## config.mk

```make
export PLATFORM = sky130hd
export DESIGN_NAME = dma_regfile
export DESIGN_NICKNAME = d
export VERILOG_FILES = /design/src/rtl/dma_rf_pkg.sv /design/src/rtl/dma_rf_decode.sv /design/src/rtl/dma_rf_ctrl.sv /design/src/rtl/dma_rf_chan.sv /design/src/rtl/dma_regfile.sv
export SDC_FILE = /design/constraint.sdc
export NUM_CORES = 1
export LEC_CHECK = 0
export BUFFER_PORTS_ARGS = -buffer_cell sky130_fd_sc_hd__clkbuf_2
export CORE_ASPECT_RATIO = 2
export CORE_MARGIN = 2
export CORE_UTILIZATION = 58
export DETAILED_ROUTE_END_ITERATION = 12
export PLACE_DENSITY = 0.87
export SLEW_MARGIN = 20
export SYNTH_ARGS = -nofsm -noshare
export SYNTH_HDL_FRONTEND = slang
export SYNTH_SLANG_ARGS = --single-unit
```

## constraint.sdc

```tcl
create_clock -name clk -period 4.95 [get_ports clk]
set_input_delay 0.7425 -clock clk [delete_from_list [all_inputs] [get_ports clk]]
set_output_delay 0.7425 -clock clk [all_outputs]
set_load 0.05 [all_outputs]
```

## src/rtl/dma_rf_pkg.sv

```systemverilog
package dma_rf_pkg;
  localparam int NCH    = 4;
  localparam int CH_W   = $clog2(NCH);
  localparam int BYTE_W = 8;
  localparam int REG_W  = 2 * BYTE_W;
  localparam int OFF_W  = 5;
  localparam int MODE_W = BYTE_W - CH_W;
  localparam int LEN_W  = REG_W + 1;
  localparam int AUTO_BIT = 4 - CH_W;

  localparam logic [OFF_W-1:0] OFF_CMD_STAT = 5'h08;
  localparam logic [OFF_W-1:0] OFF_REQ      = 5'h09;
  localparam logic [OFF_W-1:0] OFF_SMASK    = 5'h0A;
  localparam logic [OFF_W-1:0] OFF_MODE     = 5'h0B;
  localparam logic [OFF_W-1:0] OFF_CLRPTR   = 5'h0C;
  localparam logic [OFF_W-1:0] OFF_MCLR_TMP = 5'h0D;
  localparam logic [OFF_W-1:0] OFF_CLRMASK  = 5'h0E;
  localparam logic [OFF_W-1:0] OFF_ALLMASK  = 5'h0F;

  typedef struct packed {
    logic            chreg_acc;
    logic            chreg_wr;
    logic [CH_W-1:0] sel_ch;
    logic            sel_cnt;
    logic            cmd_wr;
    logic            stat_rd;
    logic            req_wr;
    logic            smask_wr;
    logic            mode_wr;
    logic            clrptr_wr;
    logic            mclr_wr;
    logic            temp_rd;
    logic            clrmask_wr;
    logic            allmask_wr;
  } dec_t;

  function automatic logic [BYTE_W-1:0] pick_byte(input logic [REG_W-1:0] v,
                                                  input logic hi);
    return hi ? v[REG_W-1:BYTE_W] : v[BYTE_W-1:0];
  endfunction

  function automatic logic [REG_W-1:0] put_byte(input logic [REG_W-1:0] v,
                                                input logic [BYTE_W-1:0] b,
                                                input logic hi);
    return hi ? {b, v[BYTE_W-1:0]} : {v[REG_W-1:BYTE_W], b};
  endfunction

  function automatic logic [LEN_W-1:0] xfer_len(input logic [REG_W-1:0] cnt);
    return {1'b0, cnt} + LEN_W'(1);
  endfunction
endpackage

```

## src/rtl/dma_rf_decode.sv

```systemverilog
module dma_rf_decode
  import dma_rf_pkg::*;
(
  input  logic             bus_cs,
  input  logic             bus_wr,
  input  logic             bus_rd,
  input  logic [OFF_W-1:0] bus_addr,
  output dec_t             dec_o
);
  logic wr_q, rd_q;
  assign wr_q = bus_cs & bus_wr;
  assign rd_q = bus_cs & bus_rd & ~bus_wr;

  always_comb begin
    dec_o         = '0;
    dec_o.sel_ch  = bus_addr[CH_W:1];
    dec_o.sel_cnt = bus_addr[0];
    if (bus_addr[OFF_W-1:CH_W+1] == '0) begin
      dec_o.chreg_acc = wr_q | rd_q;
      dec_o.chreg_wr  = wr_q;
    end else begin
      case (bus_addr)
        OFF_CMD_STAT: begin dec_o.cmd_wr = wr_q; dec_o.stat_rd = rd_q; end
        OFF_REQ:      dec_o.req_wr     = wr_q;
        OFF_SMASK:    dec_o.smask_wr   = wr_q;
        OFF_MODE:     dec_o.mode_wr    = wr_q;
        OFF_CLRPTR:   dec_o.clrptr_wr  = wr_q;
        OFF_MCLR_TMP: begin dec_o.mclr_wr = wr_q; dec_o.temp_rd = rd_q; end
        OFF_CLRMASK:  dec_o.clrmask_wr = wr_q;
        OFF_ALLMASK:  dec_o.allmask_wr = wr_q;
        default: ;
      endcase
    end
  end
endmodule

```

## src/rtl/dma_rf_ctrl.sv

```systemverilog
module dma_rf_ctrl
  import dma_rf_pkg::*;
(
  input  logic              clk,
  input  logic              rst_n,
  input  dec_t              dec,
  input  logic [BYTE_W-1:0] wdata,
  input  logic [NCH-1:0]    eng_tc,
  output logic              ptr_hi,
  output logic [NCH-1:0]    mask,
  output logic [BYTE_W-1:0] cmd,
  output logic [NCH-1:0]    req,
  output logic [NCH-1:0]    tc_flags
);
  logic              ptr_n;
  logic [NCH-1:0]    mask_n, req_n, tc_n;
  logic [BYTE_W-1:0] cmd_n;
  logic [CH_W-1:0]   wsel;
  assign wsel = wdata[CH_W-1:0];

  always_comb begin
    ptr_n  = ptr_hi;
    mask_n = mask;
    req_n  = req;
    cmd_n  = cmd;
    tc_n   = (dec.stat_rd ? '0 : tc_flags) | eng_tc;
    if (dec.clrptr_wr)      ptr_n = 1'b0;
    else if (dec.chreg_acc) ptr_n = ~ptr_hi;
    if (dec.smask_wr)   mask_n[wsel] = wdata[2];
    if (dec.clrmask_wr) mask_n = '0;
    if (dec.allmask_wr) mask_n = wdata[NCH-1:0];
    if (dec.req_wr)     req_n[wsel] = wdata[2];
    if (dec.cmd_wr)     cmd_n = wdata;
    if (dec.mclr_wr) begin
      ptr_n  = 1'b0;
      mask_n = '1;
      req_n  = '0;
      cmd_n  = '0;
      tc_n   = '0;
    end
  end

  always_ff @(posedge clk or negedge rst_n) begin
    if (!rst_n) begin
      ptr_hi   <= 1'b0;
      mask     <= '1;
      req      <= '0;
      cmd      <= '0;
      tc_flags <= '0;
    end else begin
      ptr_hi   <= ptr_n;
      mask     <= mask_n;
      req      <= req_n;
      cmd      <= cmd_n;
      tc_flags <= tc_n;
    end
  end
endmodule

```

## src/rtl/dma_rf_chan.sv

```systemverilog
module dma_rf_chan
  import dma_rf_pkg::*;
(
  input  logic              clk,
  input  logic              rst_n,
  input  logic              addr_wr,
  input  logic              cnt_wr,
  input  logic              mode_wr,
  input  logic              ptr_hi,
  input  logic [BYTE_W-1:0] wdata,
  input  logic              upd_hit,
  input  logic [REG_W-1:0]  upd_addr,
  input  logic [REG_W-1:0]  upd_cnt,
  input  logic              tc,
  output logic [REG_W-1:0]  base_addr,
  output logic [REG_W-1:0]  cur_addr,
  output logic [REG_W-1:0]  base_cnt,
  output logic [REG_W-1:0]  cur_cnt,
  output logic [MODE_W-1:0] mode,
  output logic [LEN_W-1:0]  len
);
  logic [REG_W-1:0] ca_n, cc_n, ba_n, bc_n;
  logic             reload;
  assign reload = tc & mode[AUTO_BIT];

  always_comb begin
    ba_n = base_addr;
    bc_n = base_cnt;
    ca_n = cur_addr;
    cc_n = cur_cnt;
    if (reload) begin
      ca_n = base_addr;
      cc_n = base_cnt;
    end else if (upd_hit) begin
      ca_n = upd_addr;
      cc_n = upd_cnt;
    end
    if (addr_wr) begin
      ba_n = put_byte(base_addr, wdata, ptr_hi);
      ca_n = put_byte(ca_n, wdata, ptr_hi);
    end
    if (cnt_wr) begin
      bc_n = put_byte(base_cnt, wdata, ptr_hi);
      cc_n = put_byte(cc_n, wdata, ptr_hi);
    end
  end

  always_ff @(posedge clk or negedge rst_n) begin
    if (!rst_n) begin
      base_addr <= '0;
      base_cnt  <= '0;
      cur_addr  <= '0;
      cur_cnt   <= '0;
      mode      <= '0;
    end else begin
      base_addr <= ba_n;
      base_cnt  <= bc_n;
      cur_addr  <= ca_n;
      cur_cnt   <= cc_n;
      if (mode_wr) mode <= wdata[BYTE_W-1:CH_W];
    end
  end

  assign len = xfer_len(cur_cnt);
endmodule

```

## src/rtl/dma_regfile.sv

```systemverilog
module dma_regfile
  import dma_rf_pkg::*;
(
  input  logic                  clk,
  input  logic                  rst_n,
  input  logic                  bus_cs,
  input  logic                  bus_wr,
  input  logic                  bus_rd,
  input  logic [OFF_W-1:0]      bus_addr,
  input  logic [BYTE_W-1:0]     bus_wdata,
  output logic [BYTE_W-1:0]     bus_rdata,
  input  logic                  eng_upd_valid,
  input  logic [CH_W-1:0]       eng_upd_ch,
  input  logic [REG_W-1:0]      eng_upd_addr,
  input  logic [REG_W-1:0]      eng_upd_cnt,
  input  logic [NCH-1:0]        eng_tc,
  input  logic [BYTE_W-1:0]     eng_temp,
  output logic [NCH-1:0]        ch_mask,
  output logic [NCH*MODE_W-1:0] ch_mode,
  output logic [NCH*REG_W-1:0]  ch_base_addr,
  output logic [NCH*REG_W-1:0]  ch_cur_addr,
  output logic [NCH*REG_W-1:0]  ch_base_cnt,
  output logic [NCH*REG_W-1:0]  ch_cur_cnt,
  output logic [NCH*LEN_W-1:0]  ch_len,
  output logic [BYTE_W-1:0]     ctl_cmd,
  output logic [NCH-1:0]        ch_req
);
  dec_t           dec;
  logic           ptr_hi;
  logic [NCH-1:0] tc_flags;

  // Named events for the bound checker
  logic ev_chreg_acc, ev_chreg_wr, ev_clrptr, ev_mclr, ev_smask, ev_allmask, ev_cmd_wr;
  assign ev_chreg_acc = dec.chreg_acc;
  assign ev_chreg_wr  = dec.chreg_wr;
  assign ev_clrptr    = dec.clrptr_wr;
  assign ev_mclr      = dec.mclr_wr;
  assign ev_smask     = dec.smask_wr;
  assign ev_allmask   = dec.allmask_wr;
  assign ev_cmd_wr    = dec.cmd_wr;

  dma_rf_decode u_dec (
    .bus_cs   (bus_cs),
    .bus_wr   (bus_wr),
    .bus_rd   (bus_rd),
    .bus_addr (bus_addr),
    .dec_o    (dec)
  );

  dma_rf_ctrl u_ctrl (
    .clk      (clk),
    .rst_n    (rst_n),
    .dec      (dec),
    .wdata    (bus_wdata),
    .eng_tc   (eng_tc),
    .ptr_hi   (ptr_hi),
    .mask     (ch_mask),
    .cmd      (ctl_cmd),
    .req      (ch_req),
    .tc_flags (tc_flags)
  );

  logic [REG_W-1:0] cur_a [NCH];
  logic [REG_W-1:0] cur_c [NCH];

  for (genvar g = 0; g < NCH; g++) begin : g_ch
    logic hit_reg, addr_wr, cnt_wr, mode_wr, upd_hit;
    assign hit_reg = dec.chreg_wr && (dec.sel_ch == CH_W'(g));
    assign addr_wr = hit_reg && !dec.sel_cnt;
    assign cnt_wr  = hit_reg && dec.sel_cnt;
    assign mode_wr = dec.mode_wr && (bus_wdata[CH_W-1:0] == CH_W'(g));
    assign upd_hit = eng_upd_valid && (eng_upd_ch == CH_W'(g));

    dma_rf_chan u_chan (
      .clk       (clk),
      .rst_n     (rst_n),
      .addr_wr   (addr_wr),
      .cnt_wr    (cnt_wr),
      .mode_wr   (mode_wr),
      .ptr_hi    (ptr_hi),
      .wdata     (bus_wdata),
      .upd_hit   (upd_hit),
      .upd_addr  (eng_upd_addr),
      .upd_cnt   (eng_upd_cnt),
      .tc        (eng_tc[g]),
      .base_addr (ch_base_addr[g*REG_W +: REG_W]),
      .cur_addr  (cur_a[g]),
      .base_cnt  (ch_base_cnt[g*REG_W +: REG_W]),
      .cur_cnt   (cur_c[g]),
      .mode      (ch_mode[g*MODE_W +: MODE_W]),
      .len       (ch_len[g*LEN_W +: LEN_W])
    );

    assign ch_cur_addr[g*REG_W +: REG_W] = cur_a[g];
    assign ch_cur_cnt[g*REG_W +: REG_W]  = cur_c[g];
  end

  always_comb begin
    bus_rdata = '0;
    if (dec.chreg_acc && !dec.chreg_wr)
      bus_rdata = pick_byte(dec.sel_cnt ? cur_c[dec.sel_ch] : cur_a[dec.sel_ch], ptr_hi);
    else if (dec.stat_rd)
      bus_rdata = {ch_req, tc_flags};
    else if (dec.temp_rd)
      bus_rdata = eng_temp;
  end
endmodule

```

==> results of run 1 <==
[cell usage after synthesis, types with 33 or more instances]
| cell type | number |
|---|---|
| nand2_1 | 115 |
| o21ai_0 | 33 |
| mux2_2 | 76 |
| nand3_1 | 48 |
| a21oi_1 | 33 |
| a211oi_1 | 96 |
| mux2_1 | 44 |
| nor2_1 | 175 |
| inv_1 | 45 |
| mux2i_1 | 136 |
| a21o_1 | 97 |
| dfrtp_1 | 297 |
| clkbuf_1 | 71 |
[per-stage QoR]
step,instances,setup slack [ps],utilization (%),hold WS (ps),instance area [um2]
2_1_floorplan,1573,1500,-,447,16800
3_3_place_gp,2276,1110,66.5,452,19000
3_5_place_dp,2278,1050,66.5,465,19000
4_1_cts,2325,1020,69.9,317,20000
5_1_grt,2337,877,70.3,356,20100
6_report,2338,1020,70.3,283,20100
[state kept, by name, indices dropped and copies added, names as in the netlist]
register / flops
u_ctrl.mask: 4
g_ch.u_chan.base_cnt: 64
g_ch.u_chan.cur_addr: 64
u_ctrl.req: 4
u_ctrl.cmd: 8
g_ch.u_chan.mode: 24
u_ctrl.ptr_hi: 1
g_ch.u_chan.base_addr: 64
g_ch.u_chan.cur_cnt: 64
u_ctrl.tc_flags: 4
[worst max-delay path: cells and delay by family, from the launching register on]
family | cells | cell delay (ps)
buf+inv | 2 | 680
flops | 1 | 950
simple gates | 3 | 1000
[report_power, final]
group	switching [uW]	internal, uW	total (uW)	leakage [uW]
sequential	896	2960	3860	0.00370
combinational	3570	1240	4810	0.00675
clock	974	1350	2330	0.000468
[metal layers]
metal  vias to the layer above  share of wire (%)
met4                         0                8.0
met3                       217                 11
li1                       6408                  -
met5                         -                  0
met2                      1137                 47
met1                      7436                 34
[kinds of logic after synthesis]
| family | after synthesis |
|---|---|
| AND/OR/NAND/NOR | 435 |
| AO/OA/AOI/OAI | 314 |
| flip-flops | 301 |
| multiplexers | 286 |
| buffers and inverters | 176 |
| XOR/XNOR | 57 |
| adder cells (fa/ha/maj) | 4 |
[final timing paths]
path / start / endpoint / cells after the start
max in group asynchronous: rst_n / g_ch[1].u_chan.cur_addr[2] / 2
setup reg to reg: u_ctrl.ptr_hi / g_ch[2].u_chan.cur_addr[14] / 6
hold / removal: rst_n / g_ch[3].u_chan.base_addr[5] / 1
setup / recovery: u_ctrl.ptr_hi / bus_rdata[4] / 5
min in group clk: eng_tc[2] / u_ctrl.tc_flags[2] / 3
hold reg to reg: u_ctrl.mask[2] / u_ctrl.mask[2] / 2
[area by class of cell]
type	instances	area, um2
timing repair buffer	483	2620
tap	360	450
antenna	4	10.0
clock inverter	16	238
sequential	301	7540
fill	2127	8500
multi-input combinational	1096	8380
clock buffer	31	721
inverter	47	176
==> results_dict.tcl, run 1 <==
set metrics [dict create \
    status "finished, final reports clean" \
    hold_path_class "input port to async pin" \
    vias 15200 \
    synth_mux_area_share_pct 20.2 \
    worstPathMaxFanout 10 \
    crit_chain "inv_2 -> nand3_1 -> nor3_1 -> or3_1 -> clkbuf_2" \
    gr-usage-met2_pct 64.6 \
    initial_core_util_pct 58.5 \
    routed_wl_mm 64.4 \
    post_drt_via_cell_ratio 6.50 \
    cts-resized-gates 0 \
    synth_edf_count 0 \
    setup_viol 0 \
    clkSlewWorstSetupHoldPaths_ps 70 \
    gp_congestion 0.985 \
    ios 437 \
    grt_pass1_wl_mm 92.9 \
    dieArea_um2 30400 \
    dp_hpwl_mm 45.5 \
    clock_path_buffers 3 \
    dieWidth_um 124 \
    async_flop_share_pct 100 \
    vdd_drop_max_mv 0.484 \
    total_power_uw 11000 \
    cp.required_ps 4210 \
    overflow 0 \
    postCtsSetupBuffers 0 \
    htreeDepth 1 \
    grt_pass1_vias 14400 \
    critPathKind "flop to output port" \
    synth_top_area_cell "dfrtp_1" \
    max_freq_mhz 254 \
    ys_types 56 \
    numCtsBuffers 26 \
    endpoint_kind "output port" \
    die_y_um 244 \
    syn_area_um2 16800 \
    max_stage_delay_ps 950 \
    ctsRootBufferMaster "clkbuf_16" \
    crit_arrival_ps 3190 \
    synth-compound-area-share_pct 13.2 \
    final-max-slew-violation-count 0 \
    cts_tree "done" \
    synth_warnings 0 \
    grt_start_max_net_pins 120 \
    clk_latency_ps 560 \
    final_nets 2024 \
    slew_headroom_pct 23.6 \
    synth_top_family_by_area "multiplexers" \
    ys.flop_type "dfrtp_1" \
    syn_nets 1642 \
    core_area_um2 28600 \
    synthSimpleGateAreaFrac_pct 13.0 \
    fin_skew_ps 8.19 \
    ctsHoldBuffers 0 \
    synth-seq-area-share_pct 45.0 \
    first_iter_violations 1393 \
    synth_area_per_cell_um2 10.7 \
    leakage_uw 0.0109 \
    clock-sinks 301 \
    finalCritPeriodShare_pct 79.5 \
    synth_cells 1573 \
    maxCapViolCount 0 \
    met3_usage_pct 9.56 \
    portBuffers 436 \
    mostFrequentLayoutCells "clkbuf_2 (433), dfrtp_1 (297), nor2_1 (175)" \
    drc 0 \
    drive_gt1_share_pct 33.8 \
    synthTopCellsByArea "dfrtp_1 (44%), mux2i_1 (8.1%), mux2_2 (5.1%)" \
    synth_top_area_share_pct 44.3 \
    start_kind "flop" \
    synthXorXnorAreaFrac_pct 2.98 \
    ant_nets 0 \
    reg2reg_slack_ps 2090 \
    hold_viol 0 \
    use_met1_pct 51.8 \
    rows 88 \
    grt_usage_pct 42.0 \
    period_minus_slack_ps 3930 \
    drt-wirelength-per-cell_um 27.5 \
    slowest_stage "dfrtp_1" \
    tightest_slew_ps 1150 \
    busiest_layer "met2" \
    yosys_register_bits 301 \
    drtPass1Iterations 5 \
    synth-adder-area-share_pct 0.299 \
    setup_tns_ps 0 \
    antenna_found_initial 3 \
    layout_commonest_cell "clkbuf_2" \
    p_per_area_nw_per_um2 546 \
    rsz0062_at_grt "false" \
    area_delta_synth_final_pct 20.1 \
]
Note: power is estimated with default switching activity, not from simulation.
==> inputs of run 2 (changes only) <==
CORE_UTILIZATION = 54   (was 58)
PLACE_DENSITY = 0.81   (was 0.87)
clock period = 4.02 ns   (was 4.95 ns; I/O delays follow)
==> results_dict.tcl, run 2 (synthesis gave the netlist of run 1 again) <==
set metrics [dict create \
    post_drt_via_cell_ratio 6.48 \
    antenna_found_initial 3 \
    whs_ps 96.4 \
    dp_slack_ps 836 \
    fillCellCount 2559 \
    ctsRootBufferMaster "clkbuf_16" \
    rows 91 \
    ctsHoldBuffers 0 \
    slowest_stage "dfrtp_1" \
    layout_commonest_cell "clkbuf_2" \
    drt-wirelength-per-cell_um 28.4 \
    core_area_um2 30700 \
    switching_share_pct 50.1 \
    routed_wl_mm 66.7 \
    start_kind "flop" \
    maxCapViolCount 0 \
    ios 437 \
    cts_tree "done" \
    max_freq_mhz 274 \
    grt_pass1_vias 14800 \
    fin_skew_ps 20.2 \
    power.switching_uw 6750 \
    endpoint_kind "output port" \
    die_y_um 253 \
    grt_usage_pct 40.3 \
    numCtsBuffers 27 \
    setup_tns_ps 0 \
    gp_congestion 0.961 \
    drtPass1Iterations 6 \
    clkSlewWorstSetupHoldPaths_ps 70 \
    ant_nets 0 \
    clock_power_share_pct 20.6 \
    setup_viol 0 \
    ff_latch_area_um2 7540 \
    drive_gt1_share_pct 33.7 \
    mostFrequentLayoutCells "clkbuf_2 (435), dfrtp_1 (297), nor2_1 (175)" \
    overflow 0 \
    slew_headroom_pct 25.2 \
    final-max-slew-violation-count 0 \
    vias 15200 \
    period_minus_slack_ps 3640 \
    crit_chain "inv_2 -> nand3_1 -> nor3_1 -> or3_1 -> clkbuf_2" \
    portBuffers 436 \
    stdcell_count 2344 \
    max_stage_delay_ps 860 \
    tightest_slew_ps 1120 \
    status "finished, final reports clean" \
    area_delta_synth_final_pct 19.6 \
    dieArea_um2 32500 \
    grt_pass1_wl_mm 96.0 \
    cp.required_ps 3420 \
    combPwrFrac_pct 44.0 \
    first_iter_violations 1396 \
    p_seq_share_pct 35.3 \
    initial_core_util_pct 54.5 \
    internal_power_uw 6720 \
    dp_hpwl_mm 48.5 \
    clock_path_buffers 3 \
    place_inst 2293 \
    postCtsSetupBuffers 0 \
    rsz0062_at_grt "false" \
    finalCritPeriodShare_pct 90.6 \
    vdd_drop_max_mv 0.495 \
    hold_path_class "input port to async pin" \
    drc 0 \
    setup_slack_ps 377 \
    crit_arrival_ps 3040 \
    multi_input_area_um2 8360 \
    cts-resized-gates 0 \
    final_nets 2020 \
    p_per_area_nw_per_um2 672 \
    htreeDepth 1 \
    hold_viol 0 \
    critPathKind "flop to output port" \
    dieWidth_um 129 \
    leakage_uw 0.0109 \
    worstPathMaxFanout 10 \
    clk_latency_ps 570 \
    clock-sinks 301 \
    grt_start_max_net_pins 115 \
]
==> run 2: changes by cell type in the layout (fill, tap and decap cells not counted), sizes merged, moves of 3 or more <==
cell / delta
clkbuf: +3
bufinv: -3
clkinv: -4
buf: -4
==> run 2: through the flow <==
stage               power, uW  util, %  instance area (um2)
global route            13900     65.2                20000
global placement        10600     62.1                19100
detailed placement      10700     62.1                19100
finish                  13500     65.2                20100
floorplan                8790        -                16800
CTS                     13400     65.2                20000
==> run 2: cell type report <==
cell class	count	area share (%)
Antenna cell	2	0.0250
Clock buffer	35	3.82
Clock inverter	13	0.817
Inverter	47	0.880
Multi-Input combinational cell	1096	41.7
Sequential cell	301	37.6
Tap cell	372	2.32
Timing Repair Buffer	478	12.8
==> run 2: path summary, 6_finish.rpt <==
check / slack [ps] / to / depth (start not counted) / startpoint
min: 100 / g_ch[1].u_chan.cur_addr[5] / 1 / rst_n
max: 380 / bus_rdata[1] / 5 / u_ctrl.ptr_hi
max in group asynchronous: 2800 / g_ch[3].u_chan.base_cnt[3] / 2 / rst_n
max reg2reg: 1370 / g_ch[2].u_chan.base_addr[10] / 4 / u_ctrl.ptr_hi
min in group clk: 320 / u_ctrl.tc_flags[2] / 3 / eng_tc[2]
min reg2reg: 470 / u_ctrl.mask[2] / 2 / u_ctrl.mask[2]
==> run 2: power by group through the flow <==
| stage | Clock, uW | Sequential [uW] | Combinational (uW) |
|---|---|---|---|
| detailed placement | 0 | 4770 | 5910 |
| finish | 2780 | 4760 | 5940 |
| floorplan | 0 | 6410 | 2380 |
| CTS | 2790 | 4710 | 5930 |
| global placement | 0 | 4750 | 5820 |
| global route | 2900 | 4780 | 6170 |
==> run 2: worst max-delay path, delay by kind of cell (launching register included) <==
family / cells / cell delay (ps)
simple gates: 3 / 960
buf+inv: 2 / 650
flops: 1 / 860
==> run 2: metal layers <==
layer / wire [um] / vias to the layer above / share of wire [%] / global-route usage (%)
li1: - / 6396 / - / -
met2: 31900 / 952 / 48 / 65.2
met4: 6920 / 2 / 10 / 34.0
met3: 5200 / 305 / 7.8 / 6.66
met1: 22600 / 7542 / 34 / 46.0
met5: 13 / - / 0.020 / 0
==> inputs of run 3 (changes only) <==
CORE_UTILIZATION = 58   (was 54)
GPL_ROUTABILITY_DRIVEN = 0   (was not set)
PLACE_DENSITY = 0.88   (was 0.81)
clock period = 4.5 ns   (was 4.02 ns; I/O delays follow)
==> results_dict.tcl, run 3 (synthesis gave the netlist of run 1 again) <==
set metrics [dict create \
    max_freq_mhz 268 \
    post_drt_via_cell_ratio 6.54 \
    drt-wirelength-per-cell_um 27.7 \
    status "finished, final reports clean" \
    critPathKind "flop to output port" \
    cts_tree "done" \
    rows 88 \
    setup_tns_ps 0 \
    endpoint_kind "output port" \
    layout_commonest_cell "clkbuf_2" \
    dieWidth_um 124 \
    ios 437 \
    cp.required_ps 3830 \
    fin_skew_ps 21.0 \
    dp_hpwl_mm 46.0 \
    cts-resized-gates 0 \
    leakage_uw 0.0109 \
    grt_pass1_wl_mm 93.9 \
    first_iter_violations 1739 \
    grt_start_max_net_pins 119 \
    portBuffers 436 \
    clock_path_buffers 3 \
    whs_ps 177 \
    initial_core_util_pct 58.5 \
    period_minus_slack_ps 3740 \
    ctsHoldBuffers 0 \
    drtPass1Iterations 6 \
    setup_viol 0 \
    grt_pass1_vias 14600 \
    start_kind "flop" \
    drive_gt1_share_pct 33.8 \
    dp_slack_ps 979 \
    ctsRootBufferMaster "clkbuf_16" \
    mostFrequentLayoutCells "clkbuf_2 (433), dfrtp_1 (297), nor2_1 (175)" \
    htreeDepth 1 \
    final_nets 2021 \
    ant_nets 0 \
    crit_arrival_ps 3060 \
    antenna_found_initial 3 \
    slew_headroom_pct 22.1 \
    clk_latency_ps 580 \
    drc 0 \
    rsz0062_at_grt "false" \
    dieArea_um2 30400 \
    hold_viol 0 \
    overflow 0 \
    finalCritPeriodShare_pct 83.1 \
    routed_wl_mm 64.8 \
    utilization_pct 70.3 \
    worstPathMaxFanout 10 \
    final-max-slew-violation-count 0 \
    fillCellCount 2110 \
    core_area_um2 28600 \
    setup_slack_ps 762 \
    tightest_slew_ps 1170 \
    clkSlewWorstSetupHoldPaths_ps 70 \
    area_delta_synth_final_pct 20.0 \
    die_y_um 244 \
    vias 15300 \
    p_per_area_nw_per_um2 608 \
    grt_usage_pct 42.5 \
    clock-sinks 301 \
    postCtsSetupBuffers 0 \
    vdd_drop_max_mv 0.542 \
    hold_path_class "input port to async pin" \
    maxCapViolCount 0 \
    numCtsBuffers 27 \
]
run 3: cell type report:
cell class              count  area [um2]  share of cell area, %
multi-input cells        1096        8370                   41.6
flip-flops and latches    301        7540                   37.5
repair buffers            479        2550                   12.7
clock buffers              39         821                   4.08
well taps                 360         450                   2.24
clock inverters            11         198                  0.983
inverters                  47         176                  0.877
diodes                      2        5.00                 0.0249
run 3: final timing paths:
kind / from / to / slack [ps] / cells after the start
worst max-delay path: u_ctrl.ptr_hi / bus_rdata[1] / 760 / 5
worst min-delay path: rst_n / g_ch[3].u_chan.cur_addr[5] / 180 / 1
worst max register to register: u_ctrl.ptr_hi / g_ch[3].u_chan.base_addr[9] / 1990 / 4
worst min register to register: u_ctrl.mask[0] / u_ctrl.mask[0] / 460 / 2
max in group asynchronous: rst_n / g_ch[1].u_chan.base_addr[10] / 3110 / 2
min in group clk: eng_tc[2] / u_ctrl.tc_flags[2] / 380 / 3
run 3: critical path, stage by stage (launching register included):
cell,delay (ps)
dfrtp_1,890
inv_2,400
nand3_1,380
nor3_1,100
or3_1,450
clkbuf_2,270
run 3: routing by layer:
metal | part of all wire (%) | up-vias | GRT usage [%]
met5 | 0 | - | 0
met4 | 9.7 | 0 | 31.9
met3 | 12 | 275 | 10.2
met2 | 45 | 1172 | 65.5
met1 | 33 | 7417 | 50.7
li1 | - | 6412 | -
run 3: power breakdown:
group / internal [uW] / leakage (uW) / switching, uW
clock network: 1560 / 0.000503 / 1090
logic: 1370 / 0.00672 / 3930
registers: 3260 / 0.00370 / 1010
run 3: through the flow:
step | instances | power [uW] | cell area (um2)
floorplan | 1573 | 7850 | 16800
global placement | 2283 | 9430 | 19100
detailed placement | 2283 | 9520 | 19100
CTS | 2333 | 12200 | 20100
global route | 2335 | 12600 | 20100
finish | 2335 | 12200 | 20100
